## src/rtl/refpps_pkg.sv

```systemverilog
package refpps_pkg;
  localparam logic [1:0] SRC_EXT  = 2'd0;
  localparam logic [1:0] SRC_RSVD = 2'd1;
  localparam logic [1:0] SRC_INT  = 2'd2;
  localparam logic [1:0] SRC_GPS  = 2'd3;

  localparam int CTRL_W = 7;
  localparam int STAT_W = 4;
  localparam int DATA_W = 32;

  typedef struct packed {
    logic       gps_pwr;
    logic       osc_en;
    logic       pps_oe;
    logic [1:0] pps_src;
    logic [1:0] clk_src;
  } ctrl_t;

  localparam ctrl_t CTRL_RST = '{gps_pwr: 1'b1, osc_en: 1'b1, pps_oe: 1'b0,
                                 pps_src: SRC_INT, clk_src: SRC_INT};
endpackage

```

## src/rtl/refpps_sync.sv

```systemverilog
module refpps_sync #(
  parameter int W = 1
) (
  input  logic         clk,
  input  logic         rst_n,
  input  logic [W-1:0] async_in,
  output logic [W-1:0] sync_out
);
  logic [W-1:0] meta_q;
  logic [W-1:0] stab_q;

  always_ff @(posedge clk or negedge rst_n) begin
    if (!rst_n) begin
      meta_q <= '0;
      stab_q <= '0;
    end else begin
      meta_q <= async_in;
      stab_q <= meta_q;
    end
  end

  assign sync_out = stab_q;
endmodule

```

## src/rtl/refpps_tick.sv

```systemverilog
module refpps_tick #(
  parameter int TERM = 50_000_000
) (
  input  logic clk,
  input  logic rst_n,
  output logic tick
);
  localparam int CW = (TERM > 1) ? $clog2(TERM) : 1;
  localparam logic [CW-1:0] LAST = CW'(TERM - 1);

  logic [CW-1:0] cnt_q, cnt_d;
  logic          tick_q, tick_d;
  logic          wrap;

  always_comb begin
    wrap   = (cnt_q == LAST);
    cnt_d  = wrap ? '0 : cnt_q + 1'b1;
    tick_d = wrap;
  end

  always_ff @(posedge clk or negedge rst_n) begin
    if (!rst_n) begin
      cnt_q  <= '0;
      tick_q <= 1'b0;
    end else begin
      cnt_q  <= cnt_d;
      tick_q <= tick_d;
    end
  end

  assign tick = tick_q;

  generate
    if (TERM > 1) begin : g_chk
      AST_TICK_SINGLE: assert property (@(posedge clk) disable iff (!rst_n)
        tick_q |=> !tick_q);
    end
  endgenerate
endmodule

```

## src/rtl/refpps_route.sv

```systemverilog
module refpps_route
  import refpps_pkg::*;
(
  input  logic       clk,
  input  logic       rst_n,
  input  logic [1:0] src,
  input  logic       ext_s,
  input  logic       int_p,
  input  logic       gps_s,
  output logic       pps_sel_o,
  output logic       det
);
  logic mux;
  logic prev_q, prev_d;
  logic det_q, det_d;

  always_comb begin
    unique case (src)
      SRC_EXT: mux = ext_s;
      SRC_INT: mux = int_p;
      SRC_GPS: mux = gps_s;
      default: mux = 1'b0;
    endcase
    prev_d = mux;
    det_d  = det_q ^ (mux & ~prev_q);
  end

  always_ff @(posedge clk or negedge rst_n) begin
    if (!rst_n) begin
      prev_q <= 1'b0;
      det_q  <= 1'b0;
    end else begin
      prev_q <= prev_d;
      det_q  <= det_d;
    end
  end

  assign pps_sel_o = mux;
  assign det       = det_q;

  AST_RSVD_QUIET: assert property (@(posedge clk) disable iff (!rst_n)
    (src == SRC_RSVD) |=> $stable(det_q));
  AST_DET_ON_EDGE: assert property (@(posedge clk) disable iff (!rst_n)
    (det_q != $past(det_q)) |-> $past(pps_sel_o && !prev_q));
endmodule

```

## src/rtl/refpps_ctrl.sv

```systemverilog
module refpps_ctrl
  import refpps_pkg::*;
#(
  parameter int PPS_TERM = 50_000_000
) (
  input  logic        clk,
  input  logic        rst_n,
  input  logic        wr_en,
  input  logic [31:0] wr_data,
  output logic [31:0] rd_data,
  input  logic [1:0]  pll_stat_in,
  input  logic        pll_lock_in,
  input  logic        pll_hold_in,
  input  logic        pps_ext_in,
  input  logic        pps_gps_in,
  output logic [1:0]  clk_sel,
  output logic [1:0]  pps_sel,
  output logic        pps_out,
  output logic        osc_en,
  output logic        gps_pwr,
  output logic        pps_int
);
  ctrl_t             ctrl_q, ctrl_d;
  logic [STAT_W-1:0] stat_s;
  logic [1:0]        pin_s;
  logic              tick;
  logic              pps_mux;
  logic              det;
  logic              unused_hi;

  assign unused_hi = ^wr_data[DATA_W-1:CTRL_W];

  always_comb begin
    ctrl_d = ctrl_q;
    if (wr_en) ctrl_d = ctrl_t'(wr_data[CTRL_W-1:0]);
  end

  always_ff @(posedge clk or negedge rst_n) begin
    if (!rst_n) ctrl_q <= CTRL_RST;
    else        ctrl_q <= ctrl_d;
  end

  refpps_sync #(.W(STAT_W)) u_stat_sync (
    .clk(clk), .rst_n(rst_n),
    .async_in({pll_hold_in, pll_lock_in, pll_stat_in}),
    .sync_out(stat_s)
  );

  refpps_sync #(.W(2)) u_pin_sync (
    .clk(clk), .rst_n(rst_n),
    .async_in({pps_gps_in, pps_ext_in}),
    .sync_out(pin_s)
  );

  refpps_tick #(.TERM(PPS_TERM)) u_tick (
    .clk(clk), .rst_n(rst_n), .tick(tick)
  );

  refpps_route u_route (
    .clk(clk), .rst_n(rst_n),
    .src(ctrl_q.pps_src),
    .ext_s(pin_s[0]), .int_p(tick), .gps_s(pin_s[1]),
    .pps_sel_o(pps_mux), .det(det)
  );

  assign clk_sel = ctrl_q.clk_src;
  assign pps_sel = ctrl_q.pps_src;
  assign osc_en  = ctrl_q.osc_en;
  assign gps_pwr = ctrl_q.gps_pwr;
  assign pps_out = ctrl_q.pps_oe & pps_mux;
  assign pps_int = tick;
  assign rd_data = {{(DATA_W-STAT_W-1){1'b0}}, det, stat_s};

  AST_WRITE_LOADS: assert property (@(posedge clk) disable iff (!rst_n)
    wr_en |=> ({gps_pwr, osc_en, ctrl_q.pps_oe, pps_sel, clk_sel} ==
               $past(wr_data[CTRL_W-1:0])));
  AST_OUT_GATED: assert property (@(posedge clk) disable iff (!rst_n)
    !ctrl_q.pps_oe |-> !pps_out);
  AST_RSVD_LOW: assert property (@(posedge clk) disable iff (!rst_n)
    (pps_sel == SRC_RSVD) |-> !pps_out);
endmodule

```

## config.mk

```make
export PLATFORM = sky130hd
export DESIGN_NAME = refpps_ctrl
export DESIGN_NICKNAME = d
export VERILOG_FILES = /design/src/rtl/refpps_pkg.sv /design/src/rtl/refpps_sync.sv /design/src/rtl/refpps_tick.sv /design/src/rtl/refpps_route.sv /design/src/rtl/refpps_ctrl.sv
export SDC_FILE = /design/constraint.sdc
export NUM_CORES = 1
export LEC_CHECK = 0
export ABC_AREA = 1
export ABC_CLOCK_PERIOD_IN_PS = 3990
export BUFFER_PORTS_ARGS = -buffer_cell sky130_fd_sc_hd__buf_2
export CORE_UTILIZATION = 45
export CTS_BUF_LIST = sky130_fd_sc_hd__clkbuf_4
export DETAILED_ROUTE_END_ITERATION = 16
export GPL_TIMING_DRIVEN = 0
export PLACE_DENSITY_LB_ADDON = 0.1
export SLEW_MARGIN = 15
export SYNTH_ARGS = -nofsm -noshare
export SYNTH_HDL_FRONTEND = slang
export SYNTH_SLANG_ARGS = --single-unit
export TNS_END_PERCENT = 100
```

## constraint.sdc

```tcl
create_clock -name clk -period 3.99 [get_ports clk]
set_clock_uncertainty 0.1 [all_clocks]
set_input_delay 0.399 -clock clk [delete_from_list [all_inputs] [get_ports clk]]
set_output_delay 0.399 -clock clk [all_outputs]
set_load 0.02 [all_outputs]
```

==> summary.txt <==
Detailed routing
  – Via density: 4.39
  – Final WL: between 4000 and 5000 µm
  – DR pass1 iterations: 4
  – Antenna Violating Nets Remaining: 0
  – Drt drc: 0
  – DRC marker count from the first detailed-route iteration: 56
  – DR vias: 1883
  – Wire per inst: between 10 and 15 µm

Synth
  – Post-synth top area share: 43.9%
  – Sequential-to-total area share from yosys stat: 48.1%
  – Yosys cell types: 27
  – Synthesized area: between 2000 and 3000 µm²
  – Synth Area per Inst: between 8 and 9 µm²
  – Area leader, netlist: dfrtp_1
  – Post-Synthesis Cells: approximately 300
  – Synth warnings: 0
  – Area contributors post-synth: dfrtp_1, buf_4, nor2_1
  – Yosys reg bits: 48

Clock tree
  – Buffer depth of the longest clock path: 2
  – Hold buffer count at cts: 0
  – CTS Root Cell: clkbuf_4
  – Inserted Clock Buffers: 5
  – CTS sink count: 48
  – # Post-CTS Setup Buffers: 0
  – H-tree depth: 2
  – Clk pin slew, worst setup/hold paths: about 0.13 ns
  – CTS resizes: 0
  – Clk_lat worst skew: 0.36 ns
  – CTS tree: done

Setup path
  – CP Launch Type: flop
  – Crit Path Max Fanout: 3
  – Crit-path leading delay family: flip-flops
  – Slowest CP cell: dfstp_2
  – Critical-path cell list: inv_1 > nand2_1 > nand2_1 > nor2_1 > buf_2
  – Slowest stage delay, CP: around 0.57 ns
  – Worst Path Arrival: around 1.4 ns
  – Critical Path End Type: output port
  – Crit path required time: between 3 and 4 ns
  – Worst Reg-to-Reg Cells: 8
  – Total buffers and inverters traversed by the critical path: 2
  – Worst path depth: 5
  – Worst path most repeated cell: nand2_1
  – WS Path Type: reg2out

Final layout
  – Most frequent cells in the layout: nor2_1, nand2_1, dfrtp_1
  – Commonest non-fill, non-tap cell in the layout: nor2_1
  – Area grow syn2layout: 16.4%
  – Diodes inserted: 0
  – Share of cells above drive strength 1: about a quarter
  – Fin util: between 50% and 60%
  – # nets final: 401

Timing
  – Worst slew margin: 61.0%
  – RSZ-0062 raised after global routing: false
  – Final setup violation count: 0
  – Final count of hold timing violations: 0
  – Setup tns final: 0 ns
  – Final Cycle Share: between 40% and 50%
  – Final Max Tran Viols: 0
  – FMAX: 538 MHz
  – Worst-Margin Slew: a little under 0.6 ns
  – Minimum clock period: roughly 1.9 ns

Pwr
  – Peak supply drop: a little over 0.0002 V
  – Pleak: between 1 and 1.5 nW
  – Power per Cell Area: ~300 nW/µm²

GRT
  – Initial antenna violation count: 0
  – Largest net degree at the start of global routing: just under 50
  – GRT Total Usage: approximately 16%
  – Number of global-route vias before repair: about 1700
  – Grt ovf: 0
  – First-pass GRT wire length: 7560 µm

Min path
  – Min-Delay Path Class: in2reg
  – Hold Path Stages: 1

Floorplanning
  – Chip Height: between 70 and 80 µm
  – DIE WIDTH: between 70 and 80 µm
  – CORE AREA: about 5200 µm²
  – I/O Pins: 81
  – Row count: 26
  – Initial Utilization: 47.8%
  – Die Area: approximately 5900 µm²

Placement
  – Dpl hpwl: between 3000 and 4000 µm
  – I/O Buffers: 27
  – Gpl congestion: 0.890

Job
  – # Max-Cap Violations: 0

Outcome
  – Outcome: completed
[power by group]
part	internal (mW)	switching [mW]	leakage, nW
Clock	0.0750	0.153	0.0317
Combinational	0.0536	0.0701	0.820
Sequential	0.509	0.00848	0.605
[worst register-to-register path: cells and delay by family (launching register included)]
kind,cells,cell delay [ns]
simple gates,6,0.66
flops,1,0.43
fa+ha+maj,1,0.19
buf+inv,1,0.10
[area by class of cell]
class | instances | area (µm²)
plain buffers | 34 | 255
repair buffers | 30 | 168
flip-flops and latches | 48 | 1210
clock buffers | 6 | 45.0
clock inverters | 2 | 12.5
well taps | 70 | 87.6
inverters | 26 | 97.6
multi-input cells | 213 | 1040
fillers | 516 | 2320
[Yosys cell counts (all sizes together)]
cell type / number
nand3b: 2
clkbuf: 1
o21bai: 1
buf: 33
nand4: 1
nor2: 69
mux2: 4
nand3: 18
or2: 1
dfrtp: 44
nand2: 60
xor2: 12
inv: 26
ha: 2
xnor2: 4
dfstp: 4
and2: 1
a21oi: 5
nor3: 3
o21ai: 3
conb: 1
[kinds of logic (layout without fill, tap and decap cells)]
| logic type | after synthesis | after routing | share of synthesized area (%) |
|---|---|---|---|
| multiplexers | 4 | 4 | 1.80 |
| AO/OA/AOI/OAI | 9 | 9 | 1.90 |
| other | 1 | 27 | 0.150 |
| XOR/XNOR | 16 | 16 | 5.59 |
| adder cells (fa/ha/maj) | 2 | 2 | 0.998 |
| flip-flops | 48 | 48 | 48.1 |
| buffers and inverters | 60 | 98 | 14.1 |
| AND/OR/NAND/NOR | 155 | 155 | 27.4 |
[registers in the layout (all words and copies together), names as in the netlist]
name	flops
clk_sel	2
u_route.prev_q	1
u_route.det	1
osc_en	1
pps_sel	2
ctrl_q	1
u_stat_sync.sync_out	4
gps_pwr	1
u_pin_sync.sync_out	2
u_tick.cnt_q	26
u_tick.tick	1
u_stat_sync.meta_q	4
u_pin_sync.meta_q	2
[per-layer routing]
layer  part of all wire (%)  global-route usage, %
met3                    4.5                   3.47
met1                     47                   21.8
met2                     48                   26.9
met5                      0                      0
met4                    1.2                   5.19
[worst paths after layout]
check	to	startpoint	slack, ns
min in group asynchronous	u_tick.cnt_q[9]	rst_n	0.48
min	u_stat_sync.meta_q[0]	pll_stat_in[0]	0.04
max	pps_out	pps_sel[1]	2.13
max reg2reg	u_tick.cnt_q[25]	u_tick.cnt_q[0]	2.41
min reg2reg	u_stat_sync.sync_out[3]	u_stat_sync.meta_q[3]	0.26
max in group asynchronous	gps_pwr	rst_n	2.92
[stage by stage]
| stage | power, mW | cells | worst slack, ns | hold WS, ns | area, µm² |
|---|---|---|---|---|---|
| global placement | 0.647 | 418 | 2.42 | 0.231 | 2830 |
| detailed placement | 0.649 | 418 | 2.41 | 0.235 | 2830 |
| CTS | 0.877 | 426 | 2.11 | 0.0161 | 2880 |
| floorplan | 0.616 | 321 | 2.52 | 0.00341 | 2600 |
| finish | 0.869 | 429 | 2.13 | 0.0350 | 2920 |
| global route | 0.913 | 429 | 2.00 | 0.00325 | 2920 |
Note: power is estimated with default switching activity, not from simulation.
